--- config.mk ---
export PLATFORM = sky130hd
export DESIGN_NAME = conv_result_bank
export DESIGN_NICKNAME = d
export VERILOG_FILES = /design/src/rtl/rbank_pkg.sv /design/src/rtl/rbank_slot.sv /design/src/rtl/rbank_decode.sv /design/src/rtl/rbank_aggr.sv /design/src/rtl/conv_result_bank.sv
export SDC_FILE = /design/constraint.sdc
export NUM_CORES = 1
export LEC_CHECK = 0
export ABC_CLOCK_PERIOD_IN_PS = 2850
export BUFFER_PORTS_ARGS = -buffer_cell sky130_fd_sc_hd__buf_4
export CORE_MARGIN = 5
export CORE_UTILIZATION = 45
export CTS_BUF_LIST = sky130_fd_sc_hd__clkbuf_4
export CTS_CLUSTER_DIAMETER = 40
export CTS_CLUSTER_SIZE = 12
export DETAILED_ROUTE_END_ITERATION = 10
export GPL_ROUTABILITY_DRIVEN = 0
export PLACE_DENSITY = 0.65
export REMOVE_ABC_BUFFERS = 1
export SLEW_MARGIN = 20
export SYNTH_ARGS = -nofsm -noshare
export SYNTH_HDL_FRONTEND = slang
export SYNTH_SLANG_ARGS = --single-unit
--- constraint.sdc ---
create_clock -name clk -period 2.85 [get_ports clk]
set_clock_uncertainty 0.05 [all_clocks]
set_input_delay 0.57 -clock clk [delete_from_list [all_inputs] [get_ports clk]]
set_output_delay 0.57 -clock clk [all_outputs]
set_load 0.01 [all_outputs]
--- src/rtl/rbank_pkg.sv ---
package rbank_pkg;
  // Layout of one result register as seen on the bus and the DMA view.
  localparam int RES_W    = 16;
  localparam int OVR_BIT  = RES_W;      // 16
  localparam int VLD_BIT  = RES_W + 1;  // 17
  localparam int VIEW_W   = RES_W + 2;  // 18
  localparam int WORD_W   = 32;
  localparam int CH_W     = 5;

  // Slot s holds external channel s; the final slot holds the internal channel.
  function automatic int slot_to_chan(int s, int n_ext, int int_ch);
    return (s < n_ext) ? s : int_ch;
  endfunction

  // Overrun after a write: cleared if the old data is consumed in the same
  // cycle, otherwise raised when unread data existed, and kept once raised.
  function automatic logic next_overrun(logic vld, logic ovr, logic rd);
    return rd ? 1'b0 : (vld | ovr);
  endfunction

  function automatic logic [VIEW_W-1:0] pack_view(logic vld, logic ovr,
                                                  logic [RES_W-1:0] res);
    return {vld, ovr, res};
  endfunction

  function automatic logic [WORD_W-1:0] widen(logic [VIEW_W-1:0] v);
    return {{(WORD_W-VIEW_W){1'b0}}, v};
  endfunction
endpackage

--- src/rtl/rbank_slot.sv ---
module rbank_slot
  import rbank_pkg::*;
(
  input  logic             clk,
  input  logic             rst_n,
  input  logic             wr_hit,
  input  logic             rd_hit,
  input  logic [RES_W-1:0] wr_data,
  output logic [RES_W-1:0] result,
  output logic             valid,
  output logic             overrun
);
  // Named internal events for the assertions.
  logic ovr_event;
  logic collide;
  assign ovr_event = wr_hit & ~rd_hit & valid;
  assign collide   = wr_hit & rd_hit;

  always_ff @(posedge clk) begin
    if (!rst_n) begin
      result  <= '0;
      valid   <= 1'b0;
      overrun <= 1'b0;
    end else if (wr_hit) begin
      result  <= wr_data;
      valid   <= 1'b1;
      overrun <= next_overrun(valid, overrun, rd_hit);
    end else if (rd_hit) begin
      valid   <= 1'b0;
      overrun <= 1'b0;
    end
  end

  p_capture_r1: assert property (@(posedge clk) disable iff (!rst_n)
    wr_hit |=> result == $past(wr_data));
  p_write_sets_valid_r2: assert property (@(posedge clk) disable iff (!rst_n)
    wr_hit |=> valid);
  p_read_clears_r3: assert property (@(posedge clk) disable iff (!rst_n)
    rd_hit && !wr_hit |=> !valid && !overrun);
  p_overrun_on_unread_r4: assert property (@(posedge clk) disable iff (!rst_n)
    ovr_event |=> overrun);
  p_overrun_needs_valid_r4: assert property (@(posedge clk) disable iff (!rst_n)
    overrun |-> valid);
  p_collision_r5: assert property (@(posedge clk) disable iff (!rst_n)
    collide |=> valid && !overrun);
  p_idle_hold_r6: assert property (@(posedge clk) disable iff (!rst_n)
    !wr_hit && !rd_hit |=> $stable(result) && $stable(valid) && $stable(overrun));
endmodule

--- src/rtl/rbank_decode.sv ---
module rbank_decode
  import rbank_pkg::*;
#(
  parameter int NUM_EXT_CH = 16,
  parameter int INT_CH     = 29,
  parameter int ADDR_W     = 9,
  parameter int XFER_OFS   = 'h100,
  localparam int NSLOT     = NUM_EXT_CH + 1
) (
  input  logic              clk,
  input  logic              rst_n,
  input  logic              res_wr,
  input  logic [CH_W-1:0]   res_chan,
  input  logic              rd_en,
  input  logic [ADDR_W-1:0] rd_addr,
  input  logic [CH_W-1:0]   xfer_chan,
  output logic [NSLOT-1:0]  wr_hit,
  output logic [NSLOT-1:0]  addr_match,
  output logic [NSLOT-1:0]  rd_hit,
  output logic [NSLOT-1:0]  xfer_match,
  output logic              rd_is_xfer
);
  for (genvar s = 0; s < NSLOT; s++) begin : g_dec
    localparam int CH = slot_to_chan(s, NUM_EXT_CH, INT_CH);
    localparam logic [ADDR_W-1:0] SLOT_ADDR = ADDR_W'(CH * 4);
    assign wr_hit[s]     = res_wr && (res_chan == CH_W'(CH));
    assign addr_match[s] = (rd_addr == SLOT_ADDR);
    assign rd_hit[s]     = rd_en && addr_match[s];
    assign xfer_match[s] = (xfer_chan == CH_W'(CH));
  end

  assign rd_is_xfer = (rd_addr == ADDR_W'(XFER_OFS));

  p_wr_onehot_r6: assert property (@(posedge clk) disable iff (!rst_n)
    $onehot0(wr_hit));
  p_rd_onehot_r6: assert property (@(posedge clk) disable iff (!rst_n)
    $onehot0(addr_match) && !(rd_is_xfer && addr_match != '0));
endmodule

--- src/rtl/rbank_aggr.sv ---
module rbank_aggr
  import rbank_pkg::*;
#(
  parameter int NUM_EXT_CH = 16,
  parameter int INT_CH     = 29,
  localparam int NSLOT     = NUM_EXT_CH + 1
) (
  input  logic              clk,
  input  logic              rst_n,
  input  logic [NSLOT-1:0]  slot_valid,
  input  logic [NSLOT-1:0]  slot_overrun,
  output logic [WORD_W-1:0] valid_vec,
  output logic [WORD_W-1:0] overrun_vec,
  output logic              any_valid,
  output logic              any_overrun
);
  localparam logic [WORD_W-1:0] IMPL_MASK =
    ((WORD_W'(1) << NUM_EXT_CH) - WORD_W'(1)) | (WORD_W'(1) << INT_CH);

  always_comb begin
    valid_vec   = '0;
    overrun_vec = '0;
    for (int s = 0; s < NSLOT; s++) begin
      valid_vec[slot_to_chan(s, NUM_EXT_CH, INT_CH)]   = slot_valid[s];
      overrun_vec[slot_to_chan(s, NUM_EXT_CH, INT_CH)] = slot_overrun[s];
    end
  end

  assign any_valid   = |slot_valid;
  assign any_overrun = |slot_overrun;

  p_reserved_zero_r7: assert property (@(posedge clk) disable iff (!rst_n)
    ((valid_vec | overrun_vec) & ~IMPL_MASK) == '0);
  p_summary_r8: assert property (@(posedge clk) disable iff (!rst_n)
    (any_valid == (valid_vec != '0)) && (any_overrun == (overrun_vec != '0)));
endmodule

--- src/rtl/conv_result_bank.sv ---
module conv_result_bank
  import rbank_pkg::*;
#(
  parameter int NUM_EXT_CH = 16,
  parameter int INT_CH     = 29,
  parameter int ADDR_W     = 9,
  parameter int XFER_OFS   = 'h100
) (
  input  logic              clk,
  input  logic              rst_n,
  input  logic              res_wr,
  input  logic [4:0]        res_chan,
  input  logic [15:0]       res_data,
  input  logic              rd_en,
  input  logic [ADDR_W-1:0] rd_addr,
  output logic [31:0]       rd_data,
  input  logic [4:0]        xfer_chan,
  output logic [17:0]       xfer_data,
  output logic [31:0]       valid_vec,
  output logic [31:0]       overrun_vec,
  output logic              any_valid,
  output logic              any_overrun
);
  localparam int NSLOT = NUM_EXT_CH + 1;

  logic [NSLOT-1:0] wr_hit, addr_match, rd_hit, xfer_match;
  logic             rd_is_xfer;
  logic [NSLOT-1:0] slot_valid, slot_overrun;
  logic [RES_W-1:0] slot_result [NSLOT];
  logic [VIEW_W-1:0] sel_view, xfer_view;

  rbank_decode #(
    .NUM_EXT_CH(NUM_EXT_CH), .INT_CH(INT_CH),
    .ADDR_W(ADDR_W), .XFER_OFS(XFER_OFS)
  ) u_decode (
    .clk(clk), .rst_n(rst_n),
    .res_wr(res_wr), .res_chan(res_chan),
    .rd_en(rd_en), .rd_addr(rd_addr), .xfer_chan(xfer_chan),
    .wr_hit(wr_hit), .addr_match(addr_match), .rd_hit(rd_hit),
    .xfer_match(xfer_match), .rd_is_xfer(rd_is_xfer)
  );

  for (genvar s = 0; s < NSLOT; s++) begin : g_slot
    rbank_slot u_slot (
      .clk(clk), .rst_n(rst_n),
      .wr_hit(wr_hit[s]), .rd_hit(rd_hit[s]), .wr_data(res_data),
      .result(slot_result[s]), .valid(slot_valid[s]), .overrun(slot_overrun[s])
    );
  end

  // One-hot selected views: OR of the matching slot, zero when none matches.
  always_comb begin
    sel_view  = '0;
    xfer_view = '0;
    for (int s = 0; s < NSLOT; s++) begin
      if (addr_match[s])
        sel_view = sel_view | pack_view(slot_valid[s], slot_overrun[s], slot_result[s]);
      if (xfer_match[s])
        xfer_view = xfer_view | pack_view(slot_valid[s], slot_overrun[s], slot_result[s]);
    end
  end

  assign xfer_data = xfer_view;
  assign rd_data   = !rd_en     ? '0 :
                     rd_is_xfer ? widen(xfer_view) : widen(sel_view);

  rbank_aggr #(.NUM_EXT_CH(NUM_EXT_CH), .INT_CH(INT_CH)) u_aggr (
    .clk(clk), .rst_n(rst_n),
    .slot_valid(slot_valid), .slot_overrun(slot_overrun),
    .valid_vec(valid_vec), .overrun_vec(overrun_vec),
    .any_valid(any_valid), .any_overrun(any_overrun)
  );

  p_xfer_read_no_clear_r9: assert property (@(posedge clk) disable iff (!rst_n)
    rd_en && rd_is_xfer && !res_wr |=> $stable(valid_vec) && $stable(overrun_vec));
  p_reset_clear_r10: assert property (@(posedge clk)
    !rst_n |=> valid_vec == '0 && overrun_vec == '0 && xfer_data == '0);
endmodule

==> impl_metrics.csv <==
group,metric,value,unit
synth,ys_seq_area_share,34.3,%
detailed_routing,first_pass_iters,9,
final_layout,fin_util,57.9,%
cts,h-tree-depth,2,
setup_path,cp.arrival,2.52,ns
setup_path,cp-end-kind,"output port",
cts,clock_path_buffers,3,
detailed_routing,drc,0,
detailed_routing,via_count,20029,
sta,clock.fmax,319,MHz
sta,hold_slack,0.0898,ns
detailed_routing,via_per_inst,6.51,
cts,cts_made_buffers,44,
synth,synthArstFlopShare,0,%
synth,syn-cell-area,0.0178,mm^2
placement,dp_cells,2949,
synth,ys_ff_latch,306,
floorplan,coreArea,0.0395,mm^2
global_routing,antenna_found_initial,1,
sta,worst-slew-pin-transition,0.617,ns
setup_path,reg2reg_slack,1.73,ns
sta,fin_crit,3.14,ns
status,violations,"setup timing",
floorplan,initial_core_util,45.2,%
global_routing,grt_max_degree,104,
floorplan,row_count,73,
placement,dp_hpwl,57900,um
detailed_routing,finalWirelength,85700,um
sta,post-route-period-util,110,%
final_layout,fin_cells,3078,
floorplan,die_h,209,um
hold_path,holdPathEnd,"g_slot[9].u_slot.result[6]$_SDFFE_PN0P_",
synth,ys.flop_type,"dfxtp_1",
detailed_routing,postRouteAntennaNets,0,
detailed_routing,post_drt_wl_per_cell,27.8,um
global_routing,grt_util_all_layers,37.1,%
synth,yosys_warnings,0,
floorplan,io_pins,155,
synth,synth_cells,2230,
sta,hold_viol,0,
setup_path,r2r_cells,2,
cts,cts_root_buf,"clkbuf_4",
hold_path,holdPathStages,3,
sta,tns,-2.56,ns
cts,clock-sinks,306,
final_layout,final_nets,2556,
floorplan,die_w,209,um
placement,port_buffers,110,
sta,setup_viol,23,
sta,rsz0062_at_grt,"yes",
placement,dpl-instance-area,0.0207,mm^2
placement,pre_cts_slack,-0.518,ns
global_routing,grt_overflow,0,
synth,synth_cell_type_count,77,
hold_path,hold_path_class,"input port to flip-flop",
floorplan,die_area,0.0437,mm^2
global_routing,grt_pass1_wl,123000,um
power,total_power,8.79,mW
setup_path,crit_path_max_fanout,3,
final_layout,post-route-cell-area,0.0229,mm^2
cts,clock_latency,0.77,ns
detailed_routing,dr.first_iter.drc_count,3213,
power,cellLeakagePower,8.36,nW
final_layout,area_delta_synth_final,28.1,%
final_layout,drive_above_1_share,31.6,%
hold_path,holdCritStartpoint,"res_data[6]",
final_layout,num-fill-cells,3492,
sta,fin_ws,-0.288,ns
cts,hold_buffers,0,
cts,cts_tree,"built",
power,irDropWorstVdd,231,uV
job,maxCapViolCount,0,
sta,maxSlewHeadroom,58.8,%
setup_path,r2r-start,"g_slot[8].u_slot.valid$_SDFFE_PN0P_",
sta,slew_violations,0,
power,p_per_area,385,mW/mm^2
global_routing,grt_pass1_vias,19070,
synth,synth_area_per_cell,8.00,um^2
setup_path,required,2.23,ns
cts,clkTransAtPathRegs,0.12,ns
setup_path,r2r-end,"g_slot[8].u_slot.valid$_SDFFE_PN0P_",
setup_path,crit_type,"flip-flop to output port",
synth,synth-edff-count,0,
setup_path,start_kind,"flip-flop",
status,status,"finished with violations",
per-layer routing:
layer	part of all wire [%]	GRT usage, %	wire length, um	vias up
li1	-	-	-	8335
met1	35	47.3	30000	9278
met2	41	54.1	34900	1834
met3	15	11.8	13200	582
met4	8.9	24.0	7630	0
met5	0	0	0	-
Yosys cell counts, types with 6 or more instances:
master / count / share of area [%]
nor2b_1: 31 / 1.1
dfxtp_1: 306 / 34
nand2b_1: 10 / 0.35
nand3_1: 31 / 0.87
mux2_2: 31 / 2.0
o32ai_1: 10 / 0.49
nor3_1: 32 / 0.90
a32oi_1: 8 / 0.39
o211a_1: 6 / 0.34
a21oi_1: 53 / 1.5
a221oi_1: 22 / 1.1
a22o_1: 13 / 0.64
buf_6: 6 / 0.38
mux4_2: 25 / 3.2
nand3b_1: 10 / 0.42
o21ai_0: 63 / 1.8
o22ai_1: 24 / 0.84
clkbuf_1: 127 / 2.7
nor4_1: 13 / 0.46
a31oi_1: 10 / 0.35
nor3b_1: 10 / 0.42
a2bb2oi_1: 6 / 0.29
nor2_1: 83 / 1.7
buf_2: 50 / 1.4
nand4_1: 15 / 0.53
mux2i_1: 123 / 6.9
a21boi_0: 269 / 11
a22oi_1: 48 / 2.0
nand2_1: 599 / 13
and3_1: 7 / 0.25
o221a_2: 6 / 0.38
buf_4: 83 / 3.5
worst max-delay path, cell delays in order (launching register included):
cell and delay (ns):
dfxtp_4 0.38, mux2_2 0.27, nand3_2 0.08, o21ai_2 0.06, a2111oi_2 0.21, o211ai_1 0.23, o311a_1 0.40, buf_6 0.13
logic make-up after synthesis:
kind of cell    share of synthesized area (%)
buf+inv                                  8.09
compound gates                           23.5
other cells                            0.0210
flops                                    34.3
simple gates                             22.0
mux                                      12.0
registers in the layout (all words and copies together) (netlist names):
name,cells
g_slot.u_slot.overrun,17
g_slot.u_slot.result,272
g_slot.u_slot.valid,17
cell type report:
type                    count  area [um^2]  area share, %
diodes                      2         5.00         0.0219
clock buffers              48          360           1.58
clock inverters            32          345           1.51
inverters                   2         7.51         0.0328
multi-input cells        1694        11100           48.7
flip-flops and latches    306         6230           27.2
well taps                 525          657           2.87
repair buffers            469         4130           18.1
cells in the final DEF, fill, tap and decap left out, drive strengths merged, types with 6 or more instances in the layout:
master	synthesis	final
and2	7	7
nand4	15	15
nor2b	31	31
o22ai	24	24
nand2	599	599
a21boi	272	272
a22o	13	13
nor2	87	87
a22oi	48	48
o221a	6	6
conb	1	44
buf	144	466
mux4	25	25
and3	8	8
dfxtp	306	306
nand3	31	31
nor4	15	15
nand3b	10	10
clkbuf	127	50
clkinv	0	15
a221oi	22	22
nor3	37	37
a21oi	53	53
a31oi	10	10
o32ai	10	10
nor3b	10	10
inv	2	12
mux2	31	31
mux2i	123	123
o211a	6	6
o21ai	64	64
a32oi	8	8
nand2b	10	10
a2bb2oi	6	6
worst max-delay path by stage:
stage                                                   startpoint          to  slack, ns  cells past startpoint
after floorplan                                       xfer_chan[0]  rd_data[1]       0.08                      6
after global placement                                  rd_addr[5]  rd_data[7]      -0.51                      9
after detailed placement                                rd_addr[5]  rd_data[7]      -0.52                      9
after CTS                 g_slot[12].u_slot.result[5]$_SDFFE_PN0P_  rd_data[5]      -0.30                      7
after global routing      g_slot[12].u_slot.result[5]$_SDFFE_PN0P_  rd_data[5]      -0.34                      7
final                     g_slot[12].u_slot.result[5]$_SDFFE_PN0P_  rd_data[5]      -0.29                      7
power by group:
group | leakage, nW | switching (mW) | internal (mW)
sequential | 2.50 | 0.0363 | 4.30
combinational | 5.47 | 0.713 | 0.475
clock | 0.389 | 1.89 | 1.38
total | 8.36 | 2.64 | 6.15
repair_timing:
item	CTS	global route
pin swaps	47	40
resized for setup	185	114
gates cloned	1	2
endpoints found under the setup margin	33	37
setup buffers	37	17
No activity file was read; power rests on OpenSTA's default activity.
